`config.mk`:
```
export PLATFORM = sky130hd
export DESIGN_NAME = daa_target
export DESIGN_NICKNAME = d
export VERILOG_FILES = /design/src/rtl/daa_pkg.sv /design/src/rtl/daa_ccc_decode.sv /design/src/rtl/daa_hdr_decode.sv /design/src/rtl/daa_id_frame.sv /design/src/rtl/daa_target.sv
export SDC_FILE = /design/constraint.sdc
export NUM_CORES = 1
export LEC_CHECK = 0
export BUFFER_PORTS_ARGS = -buffer_cell sky130_fd_sc_hd__buf_2
export CORE_ASPECT_RATIO = 0.8
export CORE_UTILIZATION = 57
export CTS_CLUSTER_SIZE = 8
export DETAILED_ROUTE_END_ITERATION = 12
export GPL_TIMING_DRIVEN = 0
export PLACE_DENSITY = 0.75
export SLEW_MARGIN = 0
export SYNTH_ARGS = -nofsm -noshare
export SYNTH_HDL_FRONTEND = slang
export SYNTH_SLANG_ARGS = --single-unit
```
`constraint.sdc`:
```
create_clock -name clk -period 3.55 [get_ports clk]
set_input_delay 0.1775 -clock clk [delete_from_list [all_inputs] [get_ports clk]]
set_output_delay 0.1775 -clock clk [all_outputs]
set_load 0.1 [all_outputs]
```
`src/rtl/daa_pkg.sv`:
```
package daa_pkg;
  localparam logic [6:0] BCAST_ADDR  = 7'h7E;
  localparam logic [7:0] CC_ENTER    = 8'h07;
  localparam logic [7:0] CC_RST_ALL  = 8'h06;
  localparam logic [7:0] CC_RST_DIR  = 8'h86;
  localparam logic [7:0] CC_STATIC   = 8'h87;

  typedef enum logic [2:0] {
    ST_IDLE, ST_HDR, ST_CCC, ST_ARB, ST_DAA_ADDR, ST_STAT_ADDR, ST_SKIP
  } state_e;

  typedef enum logic [1:0] {PEND_NONE, PEND_RST, PEND_STAT} pend_e;

  typedef enum logic [2:0] {
    CMD_BAD, CMD_ENTER, CMD_RST_ALL, CMD_RST_DIR, CMD_STATIC, CMD_OTHER
  } cmd_e;

  typedef enum logic [2:0] {NX_SKIP, NX_CCC, NX_ARB, NX_STAT, NX_RSTD} next_e;
endpackage

```
`src/rtl/daa_ccc_decode.sv`:
```
module daa_ccc_decode
  import daa_pkg::*;
(
  input  logic [7:0] code,
  input  logic       tbit,
  output cmd_e       cmd
);
  logic odd_ok;
  assign odd_ok = ^{code, tbit};

  always_comb begin
    cmd = CMD_BAD;
    if (odd_ok) begin
      unique case (code)
        CC_ENTER:   cmd = CMD_ENTER;
        CC_RST_ALL: cmd = CMD_RST_ALL;
        CC_RST_DIR: cmd = CMD_RST_DIR;
        CC_STATIC:  cmd = CMD_STATIC;
        default:    cmd = CMD_OTHER;
      endcase
    end
  end
endmodule

```
`src/rtl/daa_hdr_decode.sv`:
```
module daa_hdr_decode
  import daa_pkg::*;
#(
  parameter int                ADDR_W      = 7,
  parameter logic [ADDR_W-1:0] STATIC_ADDR = 7'h3A
) (
  input  logic [ADDR_W:0]   hdr,
  input  logic              daa_mode,
  input  logic              addr_valid,
  input  logic [ADDR_W-1:0] dyn_addr,
  input  pend_e             pend,
  output logic              ack,
  output next_e             nxt
);
  localparam logic [ADDR_W-1:0] BC = ADDR_W'(BCAST_ADDR);

  logic [ADDR_W-1:0] a;
  logic              rd;
  assign a  = hdr[ADDR_W:1];
  assign rd = hdr[0];

  always_comb begin
    ack = 1'b0;
    nxt = NX_SKIP;
    if (a == BC) begin
      if (!rd) begin
        ack = 1'b1;
        nxt = NX_CCC;
      end else if (daa_mode && !addr_valid) begin
        ack = 1'b1;
        nxt = NX_ARB;
      end
    end else if (!rd && pend == PEND_STAT && !addr_valid && a == STATIC_ADDR) begin
      ack = 1'b1;
      nxt = NX_STAT;
    end else if (!rd && pend == PEND_RST && addr_valid && a == dyn_addr) begin
      ack = 1'b1;
      nxt = NX_RSTD;
    end
  end
endmodule

```
`src/rtl/daa_id_frame.sv`:
```
module daa_id_frame #(
  parameter int               MFG_W   = 15,
  parameter int               PART_W  = 16,
  parameter int               INST_W  = 4,
  parameter int               LOW_W   = 12,
  parameter int               CHR_W   = 8,
  parameter logic [MFG_W-1:0]  MFG_ID  = '0,
  parameter logic [PART_W-1:0] PART_ID = '0,
  parameter logic [LOW_W-1:0]  LOW_ID  = '0,
  parameter logic [CHR_W-1:0]  BUS_CHR = '0,
  parameter logic [CHR_W-1:0]  DEV_CHR = '0,
  localparam int ID_W    = MFG_W + 1 + PART_W + INST_W + LOW_W,
  localparam int FRAME_W = ID_W + 2 * CHR_W,
  localparam int IDX_W   = $clog2(FRAME_W + 1)
) (
  input  logic              clk,
  input  logic              rst,
  input  logic [INST_W-1:0] inst_pins,
  input  logic [IDX_W-1:0]  idx,
  output logic              bit_o
);
  localparam int POS_W = $clog2(FRAME_W);

  logic [INST_W-1:0]  inst_q;
  logic [FRAME_W-1:0] frame;
  logic [FRAME_W-1:0] frame_rev;

  always_ff @(posedge clk) begin
    if (rst) inst_q <= inst_pins;
  end

  assign frame = {MFG_ID, 1'b0, PART_ID, inst_q, LOW_ID, BUS_CHR, DEV_CHR};

  for (genvar i = 0; i < FRAME_W; i++) begin : g_rev
    assign frame_rev[i] = frame[FRAME_W-1-i];
  end

  assign bit_o = (idx < IDX_W'(FRAME_W)) ? frame_rev[idx[POS_W-1:0]] : 1'b1;
endmodule

```
`src/rtl/daa_target.sv`:
```
module daa_target
  import daa_pkg::*;
#(
  parameter int                ADDR_W      = 7,
  parameter logic [ADDR_W-1:0] STATIC_ADDR = 7'h3A,
  parameter int                MFG_W       = 15,
  parameter int                PART_W      = 16,
  parameter int                INST_W      = 4,
  parameter int                LOW_W       = 12,
  parameter int                CHR_W       = 8,
  parameter logic [MFG_W-1:0]  MFG_ID      = 15'h1A5B,
  parameter logic [PART_W-1:0] PART_ID     = 16'hC0DE,
  parameter logic [LOW_W-1:0]  LOW_ID      = 12'h35C,
  parameter logic [CHR_W-1:0]  BUS_CHR     = 8'h27,
  parameter logic [CHR_W-1:0]  DEV_CHR     = 8'h93
) (
  input  logic              clk,
  input  logic              rst,
  input  logic [INST_W-1:0] inst_pins,
  input  logic              ev_start,
  input  logic              ev_stop,
  input  logic              bit_valid,
  input  logic              bit_in,
  output logic              sda_pull,
  output logic [ADDR_W-1:0] dyn_addr,
  output logic              addr_valid
);
  localparam int ID_W     = MFG_W + 1 + PART_W + INST_W + LOW_W;
  localparam int FRAME_W  = ID_W + 2 * CHR_W;
  localparam int CNT_W    = $clog2(FRAME_W + 1);
  localparam logic [CNT_W-1:0] C_LAST = CNT_W'(ADDR_W);
  localparam logic [CNT_W-1:0] C_NINE = CNT_W'(ADDR_W + 1);
  localparam logic [CNT_W-1:0] C_AEND = CNT_W'(FRAME_W - 1);

  state_e            st;
  pend_e             pend;
  next_e             nxt_q;
  logic [CNT_W-1:0]  cnt;
  logic [ADDR_W:0]   sh;
  logic [ADDR_W:0]   byte_now;
  logic              daa_mode;
  logic              ack_q;
  logic [ADDR_W-1:0] cand;
  logic              pull_q;
  logic [ADDR_W-1:0] addr_q;
  logic              vld_q;

  logic              hdr_ack;
  next_e             hdr_nxt;
  cmd_e              cmd;
  logic [CNT_W-1:0]  id_idx;
  logic              id_bit;

  assign byte_now = {sh[ADDR_W-1:0], bit_in};
  assign id_idx   = (st == ST_ARB) ? cnt + CNT_W'(1) : '0;

  daa_hdr_decode #(.ADDR_W(ADDR_W), .STATIC_ADDR(STATIC_ADDR)) u_hdr (
    .hdr(byte_now), .daa_mode(daa_mode), .addr_valid(vld_q),
    .dyn_addr(addr_q), .pend(pend), .ack(hdr_ack), .nxt(hdr_nxt)
  );

  daa_ccc_decode u_ccc (.code(sh[7:0]), .tbit(bit_in), .cmd(cmd));

  daa_id_frame #(
    .MFG_W(MFG_W), .PART_W(PART_W), .INST_W(INST_W), .LOW_W(LOW_W),
    .CHR_W(CHR_W), .MFG_ID(MFG_ID), .PART_ID(PART_ID), .LOW_ID(LOW_ID),
    .BUS_CHR(BUS_CHR), .DEV_CHR(DEV_CHR)
  ) u_id (
    .clk(clk), .rst(rst), .inst_pins(inst_pins), .idx(id_idx), .bit_o(id_bit)
  );

  always_ff @(posedge clk) begin
    if (rst) begin
      st       <= ST_IDLE;
      pend     <= PEND_NONE;
      nxt_q    <= NX_SKIP;
      cnt      <= '0;
      sh       <= '0;
      daa_mode <= 1'b0;
      ack_q    <= 1'b0;
      cand     <= '0;
      pull_q   <= 1'b0;
      addr_q   <= '0;
      vld_q    <= 1'b0;
    end else if (ev_stop) begin
      st       <= ST_IDLE;
      pend     <= PEND_NONE;
      daa_mode <= 1'b0;
      pull_q   <= 1'b0;
    end else if (ev_start) begin
      st     <= ST_HDR;
      cnt    <= '0;
      pull_q <= 1'b0;
    end else if (bit_valid) begin
      sh  <= byte_now;
      cnt <= cnt + CNT_W'(1);
      unique case (st)
        ST_HDR: begin
          if (cnt == C_LAST) begin
            pull_q <= hdr_ack;
            nxt_q  <= hdr_nxt;
            if (!hdr_ack) st <= ST_SKIP;
          end else if (cnt == C_NINE) begin
            cnt    <= '0;
            pull_q <= 1'b0;
            unique case (nxt_q)
              NX_CCC:  st <= ST_CCC;
              NX_ARB: begin
                st     <= ST_ARB;
                pull_q <= ~id_bit;
              end
              NX_STAT: st <= ST_STAT_ADDR;
              NX_RSTD: begin
                vld_q <= 1'b0;
                pend  <= PEND_NONE;
                st    <= ST_SKIP;
              end
              default: st <= ST_SKIP;
            endcase
          end
        end
        ST_CCC: begin
          if (cnt == C_NINE) begin
            st <= ST_SKIP;
            unique case (cmd)
              CMD_ENTER: begin
                daa_mode <= 1'b1;
                pend     <= PEND_NONE;
              end
              CMD_RST_ALL: begin
                vld_q    <= 1'b0;
                daa_mode <= 1'b0;
                pend     <= PEND_NONE;
              end
              CMD_RST_DIR: begin
                daa_mode <= 1'b0;
                pend     <= PEND_RST;
              end
              CMD_STATIC: begin
                daa_mode <= 1'b0;
                pend     <= PEND_STAT;
              end
              CMD_OTHER: begin
                daa_mode <= 1'b0;
                pend     <= PEND_NONE;
              end
              default: ;
            endcase
          end
        end
        ST_ARB: begin
          if (bit_in != ~pull_q) begin
            st     <= ST_SKIP;
            pull_q <= 1'b0;
          end else if (cnt == C_AEND) begin
            st     <= ST_DAA_ADDR;
            cnt    <= '0;
            pull_q <= 1'b0;
          end else begin
            pull_q <= ~id_bit;
          end
        end
        ST_DAA_ADDR: begin
          if (cnt == C_LAST) begin
            ack_q  <= ~byte_now[0];
            pull_q <= ~byte_now[0];
            cand   <= byte_now[ADDR_W:1];
          end else if (cnt == C_NINE) begin
            if (ack_q) begin
              addr_q <= cand;
              vld_q  <= 1'b1;
            end
            pull_q <= 1'b0;
            st     <= ST_SKIP;
          end
        end
        ST_STAT_ADDR: begin
          if (cnt == C_LAST) begin
            if (!byte_now[0]) begin
              addr_q <= byte_now[ADDR_W:1];
              vld_q  <= 1'b1;
            end
            pend <= PEND_NONE;
            st   <= ST_SKIP;
          end
        end
        default: ;
      endcase
    end
  end

  assign sda_pull   = pull_q;
  assign dyn_addr   = addr_q;
  assign addr_valid = vld_q;
endmodule

```
==> results.toml <==
[die]
rows = 23
start_util_pct = 60.63
ios = 19
core_area_um2 = 5151
die_w_um = 84.76
die_area_um2 = 5781
dieHeight_um = 68.21

[clock_tree]
cts_buffers = 5
h-tree-depth = 2
clock_sinks = 45
cts.reportedPaths.clkPinSlew_ns = 0.10
clockBufferDepth = 2
cts_setup_buffers = 0
cts_tree = "yes"
root_buffer = "clkbuf_8"
clk_latency_ns = 0.30

[worst_setup_path]
cp_slowest_cell = "dfxtp_1"
path_cells = "clkbuf_2 > inv_1 > ha_1 > clkbuf_1 > nand2_1 > inv_1 > ha_1 > and4b_1 > nor4_1 > o22ai_1 > a221o_1 > o211a_1 > o22ai_1"
critPathMaxStageDelay_ns = 0.41
reg2reg_depth = 13
crit_fanout = 10
crit_required_ns = 3.78
start_kind = "register"
crit_buf_inv = 4
crit_arrival_ns = 3.49
end_kind = "register"
crit_type = "register to register"
path_depth = 13
cp_top_family = "buffers and inverters"

[timing]
maxSlewViolCount = 0
rsz0062_at_grt = "no"
finalSetupViolCount = 0
final_hold_viol_count = 0
clock.fmax_ghz = 0.3072
finalSetupTns_ns = 0
fin_crit_sh_pct = 91.71
tightest_slew_ns = 0.6756
layout_min_cycle_time_ns = 3.256
fin_ws_ns = 0.2944
maxSlewHeadroom_pct = 54.61
fin_skew_ns = 0.01256

[place]
dp.cells = 475
place.gp.congestion = 0.9296
port_buffers = 18
dp_hpwl_um = 6058
pre_cts_slack_ns = 0.1546

[grt]
grt_max_degree = 16
grt_pass1_vias = 2717
grt_pass1_wl_um = 12860
antenna_found_initial = 0
grtUsageTotal_pct = 28.46
overflow = 0

[cells_and_area]
layout_commonest_cell = "nor2_1"
final_cell_mix = "nor2_1, nand2_1, dfxtp_1"
antennaDiodeCount = 0
final_layout_size_suffix_gt1_share_pct = 9.501
final_cells = 483
fin_util_pct = 65.63
area_delta_synth_final_pct = 8.253
nFillCells = 455
layout.area.seq_um2 = 940.9
multiInputGateArea_um2 = 2026
final_nets = 437

[power_and_ir_drop]
swShare_pct = 26.17
power_leakage_uw = 0.001294
powerDensity_nw_per_um2 = 273.1
p_int_uw = 681.6
clkPwrFrac_pct = 36.0
p_sw_uw = 241.6
ir_drop_v = 0.0002308
seqPwrFrac_pct = 56.3
combinationalPowerShare_pct = 7.7

[yosys]
ys_ff_latch = 45
synthesis.area_um2 = 3123
synth_top_area_share_pct = 26.28
synth_top_area_cell = "dfxtp_1"
synth.area.top_cells = "dfxtp_1, mux2i_1, nor2_1"
synth_ff_type = "dfxtp_1"
synth_edf_count = 4
synthDistinctLibCells = 58
synthArstFlopShare_pct = 0
syn_avg_cell_area_um2 = 7.906
yosysSeqAreaShare_pct = 30.13
synthCells = 395
syn_nets = 412
yosysWarningCount = 0

[detailed_routing]
drc = 0
routed_wl_um = 7951
dr.first_iter.drc_count = 261
ant_nets = 0
dr.pass1.iters = 7
wl_per_cell_um = 16.46
via_per_inst = 6.267
vias = 3027

[worst_hold_path]
hold_class = "primary input to register"
holdPathStages = 1

[status]
status = "completed"

[job]
cap_viol_max_count = 0
[final timing paths]
check                           slack (ns)             startpoint                  endpoint
worst max-delay path                  0.29    cnt[0]$_SDFFE_PP0P_     sda_pull$_SDFFE_PP0P_
worst min-delay path                  0.05           inst_pins[0]  u_id.inst_q[0]$_DFFE_PP_
worst max register to register        0.29    cnt[0]$_SDFFE_PP0P_     sda_pull$_SDFFE_PP0P_
worst min register to register        0.50  sda_pull$_SDFFE_PP0P_     sda_pull$_SDFFE_PP0P_
[cells by family (layout without fill, tap and decap cells)]
| kind of cell | Yosys count | after routing | share of synthesized area (%) |
|---|---|---|---|
| flops | 45 | 45 | 30.13 |
| buf+inv | 39 | 65 | 5.008 |
| compound gates | 91 | 91 | 21.11 |
| simple gates | 166 | 166 | 26.84 |
| mux | 23 | 23 | 7.372 |
| xor+xnor | 24 | 24 | 6.731 |
| fa+ha+maj | 7 | 7 | 2.804 |
[power by group through the flow]
stage	clock (µW)	combinational, µW	sequential, µW
after floorplan	0	46.8	531
after global placement	0	68.7	532
after detailed placement	0	69.8	532
after CTS	333	70.0	520
after global routing	353	77.2	521
final	332	71.0	520
[flip-flops by register name (all words and copies together), names as in the netlist, 2 cells and up]
name,flops
cand,7
u_id.inst_q,4
pend,2
dyn_addr,7
nxt_q,3
st,3
sh,8
cnt,7
[timing repair]
item / in CTS / in global routing
hold endpoints to repair: 0 / 0
hold buffers: 0 / 0
gates resized for setup: 0 / 1
setup endpoints to repair: 0 / 1
[Yosys cell counts (all sizes together), types with 10 or more instances]
master / instances
nor3b: 10
nand2: 41
nor2: 47
xnor2: 11
a211oi: 10
nand3: 12
mux2i: 23
clkbuf: 22
inv: 10
dfxtp: 41
nor3: 13
xor2: 13
a21oi: 24
[layout make-up]
| class | count | area share (%) |
|---|---|---|
| Inverter | 10 | 1.110 |
| Tap cell | 62 | 2.295 |
| Buffer | 29 | 3.553 |
| Clock buffer | 5 | 2.036 |
| Timing Repair Buffer | 18 | 2.665 |
| Sequential cell | 45 | 27.83 |
| Multi-Input combinational cell | 311 | 59.92 |
| Clock inverter | 3 | 0.5922 |
[stage by stage]
stage / cell area [µm²] / hold slack [ns] / power, µW
after floorplan: 3123 / 0.2764 / 577.8
after global placement: 3291 / 0.3537 / 600.4
after detailed placement: 3291 / 0.3564 / 601.5
after CTS: 3379 / 0.04444 / 922.4
after global routing: 3381 / 0.03238 / 950.5
final: 3381 / 0.04934 / 923.2
[worst register-to-register path: stages (launching register included)]
cell and delay (ns):
dfxtp_1 0.41, clkbuf_2 0.25, inv_1 0.11, ha_1 0.33, clkbuf_1 0.35, nand2_1 0.24, inv_1 0.14, ha_1 0.21
and4b_1 0.22, nor4_1 0.25, o22ai_1 0.11, a221o_1 0.35, o211a_1 0.14, o22ai_1 0.10
[layer usage]
layer | routed length, µm | track usage [%] | part of all wire (%) | vias to the layer above
met1 | 3747 | 39.87 | 47 | 1399
met2 | 3471 | 45.93 | 44 | 129
met3 | 637 | 4.825 | 8.0 | 12
met4 | 94 | 7.415 | 1.2 | 0
met5 | 0 | 0 | 0 | -
li1 | - | - | - | 1487
No activity file was read; power rests on OpenSTA's default activity.
